<file path="src/rtl/reclaim_pkg.sv">
package reclaim_pkg;
  localparam int WORD_W = 16;
  localparam int IDX_W  = 12;
  localparam int BIT_IN_TBL = 15;
  localparam int BIT_STACK  = 14;
  localparam int BIT_FINAL  = 7;
  localparam int RC_MSB     = 6;
  localparam int RC_LSB     = 1;
  localparam int BIT_OVF    = 0;
  localparam logic [WORD_W-1:0] ENTRY_WILD = '1;
  localparam logic [2:0] TRAP_FULL = 3'd4;
  typedef enum logic [1:0] {
    DISP_CONT    = 2'd0,
    DISP_RECLAIM = 2'd1,
    DISP_FINAL   = 2'd2
  } disp_e;
  typedef enum logic [2:0] {
    ST_IDLE, ST_LOOKUP, ST_COMPARE, ST_APPEND, ST_DONE
  } state_e;
endpackage

</file>
<file path="src/rtl/rc_hash.sv">
module rc_hash #(
  parameter int WORD_W = reclaim_pkg::WORD_W,
  parameter int IDX_W  = reclaim_pkg::IDX_W,
  parameter int HI_SHL = 3,
  parameter int LO_SHR = 13
) (
  input  logic [WORD_W-1:0] hi_i,
  input  logic [WORD_W-1:0] lo_i,
  output logic [WORD_W-1:0] residue_o,
  output logic [IDX_W-1:0]  idx_o
);
  logic [WORD_W-1:0] mix;
  always_comb begin
    residue_o = (hi_i << HI_SHL) | (lo_i >> LO_SHR);
    mix       = (lo_i >> 1) ^ residue_o;
    idx_o     = mix[IDX_W-1:0];
  end
endmodule

</file>
<file path="config.mk">
export PLATFORM = sky130hd
export DESIGN_NAME = rc_hash
export DESIGN_NICKNAME = d
export VERILOG_FILES = /design/src/rtl/reclaim_pkg.sv /design/src/rtl/rc_hash.sv
export SDC_FILE = /design/constraint.sdc
export NUM_CORES = 1
export LEC_CHECK = 0
export BUFFER_PORTS_ARGS = -buffer_cell sky130_fd_sc_hd__clkbuf_2
export CORE_AREA = 2 2 39 41
export DETAILED_ROUTE_END_ITERATION = 10
export DIE_AREA = 0 0 41 43
export GPL_TIMING_DRIVEN = 1
export PLACE_DENSITY = 0.75
export REMOVE_ABC_BUFFERS = 1
export SLEW_MARGIN = 25
export SYNTH_ARGS = -nofsm -noshare
export SYNTH_HDL_FRONTEND = slang
export SYNTH_SLANG_ARGS = --single-unit
</file>
<file path="constraint.sdc">
create_clock -name vclk -period 0.8
set_input_delay 0.16 -clock vclk [all_inputs]
set_output_delay 0.16 -clock vclk [all_outputs]
set_load 0.02 [all_outputs]
</file>
==> impl_results.md <==
- Largest net degree at the start of global routing: 3
- Cell type with the largest total area after synthesis: sky130_fd_sc_hd__buf_4
- Compound-gate portion of the synthesized area: 0%
- Worst setup path startpoint: lo_i[13]
- Launching element type of the critical path: primary input
- Post-route DRC violation count: 0
- Simple-gate share of the synthesized area: 0%
- Number of maximum-capacitance violations: 0
- Slew margin rel.: 91.3%
- P_leak: 0.250 nW
- Final instance area: 365 um^2
- Outcome: complete, no violations
- Share of the synthesized area in the top cell type: 53.3%
- Share of final-layout standard cells stronger than drive strength 1: 80.0%
- Arr. time, crit path: 590 ps
- Adder-Cell Fraction of Synth Area: 0%
- Cell Count, Final, Fillers Out: 76
- RSZ-0062 raised after global routing: false
- Final max-slew violation count: 0
- Overall die height: 43 um
- Portion of netlist area occupied by mux cells: 0%
- Transition at the pin with the smallest max-transition slack: 130 ps
- Net count, final: 94
- Setup TNS Final: 0 ps
- Hold violation total from the final report: 0
- Sum of net half-perimeters after detailed placement: 549 um
- Number of detailed-routing iterations run before antenna repair: 1
- Hold Buf Count CTS: 0
- Seq_cells: 0
- Routed vias/inst: 3.70
- Total setup violations reported at the end of the flow: 0
- Number of primary I/O pins: 60
- Maximum clock rate: 1.33 GHz
- Synthesized netlist cell count: 28
- Worst IR Drop VDD: 191 uV
- # port buffers: 48
- Die area: 1760 um^2
- Dominant combinational cell family by area after synthesis: buffers and inverters
- Average wire length per cell after detail routing: 7.20 um
- Netlist area before placement: 225 um^2
- Total wirelength of the detailed-routed design: 547 um
- Startpoint-to-endpoint class of the critical path: in2out
- Largest fanout on the critical path: 2
- Initial antenna violation count: 0
- Final core utilization: 26.4%
- Clock period minus worst slack: 753 ps
- Data required time at the worst endpoint: 640 ps
- Sort of element at the end of the critical path: output port
- Antenna diode count: 0
- Register cell area after layout: 0 um^2
- Number of global-route vias before repair: 183
- Core region area: 1380 um^2
- Area of the multi-input gates: 105 um^2
- Total power: 0.324 mW
- Cell total after placement: 76
- Wire length of the first global-routing pass: 593 um
- Synthesized area divided by synthesized cell count: 8.04 um^2
- Gates resized, CTS repair: 0
- Worst min-delay path category: in2out
- Area delta synth->final: 62.2%
- Endpoint of the worst setup timing path: idx_o[0]
- Top cells by area in the synthesized netlist: sky130_fd_sc_hd__buf_4, sky130_fd_sc_hd__xor2_1
- Routability-driven placement congestion ratio: 0.671
- Number of violations reported at the end of detailed-routing iteration 0: 0
- DIE WIDTH: 41 um
- Post-synthesis xor/xnor area fraction: 46.7%
- Vias after detailed routing: 281
- Final antenna-violating net count: 0
- Placed instance area: 365 um^2
- Initial Util: 16.3%
- Setup repair bufs after CTS: 0
- YS warnings: 0
- Sequential area share after synthesis: 0%
- Global route total overflow: 0
- Part of the cycle the worst path needs: 94.1%
- Rows: 14
- Number of distinct library cell variants in the gate-level netlist after synthesis: 2
- Total routing usage reported by global routing: 4.40%
- Fill count: 154
- Number of clock buffers in the layout: 0
- Cell Pwr Density: 888 nW/um^2
## cell type report
type	count	share of cell area, %
tap	16	5.48
multi-input combinational	12	28.8
timing repair buffer	48	65.8
## cells by family (layout without fill, tap and decap cells)
family    Yosys count  in the layout
xor+xnor           12             12
buf+inv            16             48
## where the power goes
group	switching (mW)	internal (mW)	total, mW	leakage (nW)
sequential	0	0	0	0
combinational	0.198	0.126	0.324	0.250
clock	0	0	0	0
total	0.198	0.126	0.324	0.250
## Yosys cell counts
master / instances
sky130_fd_sc_hd__buf_4: 16
sky130_fd_sc_hd__xor2_1: 12
## per-layer routing
metal	track usage [%]	vias up	routed length [um]
met3	2.09	0	173
met5	0	-	0
met1	2.22	105	127
met2	10.3	42	246
met4	0	0	0
li1	-	134	-
## worst max-delay path, cell delays in order
cell	delay (ps)
sky130_fd_sc_hd__clkbuf_2	90
sky130_fd_sc_hd__xor2_1	150
sky130_fd_sc_hd__clkbuf_2	190
## through the flow
stage,setup WS [ps],hold WS [ps]
2_1_floorplan,126,320
3_5_place_dp,34.7,320
6_report,46.8,320
4_1_cts,34.7,320
3_3_place_gp,52.2,320
5_1_grt,1.26,320
## cells in the final DEF, fill, tap and decap left out
cell type,n
sky130_fd_sc_hd__buf_2,2
sky130_fd_sc_hd__clkbuf_2,46
sky130_fd_sc_hd__xor2_1,12
## worst min-delay path by stage
stage                  start       endpoint  slack, ps  depth (start not counted)
floorplan           lo_i[13]   residue_o[0]        320                          0
global placement     hi_i[9]  residue_o[12]        320                          0
detailed placement   hi_i[9]  residue_o[12]        320                          0
CTS                  hi_i[9]  residue_o[12]        320                          0
global route         hi_i[9]  residue_o[12]        320                          0
finish              hi_i[10]  residue_o[13]        320                          0
(Power assumes the default switching activity.)
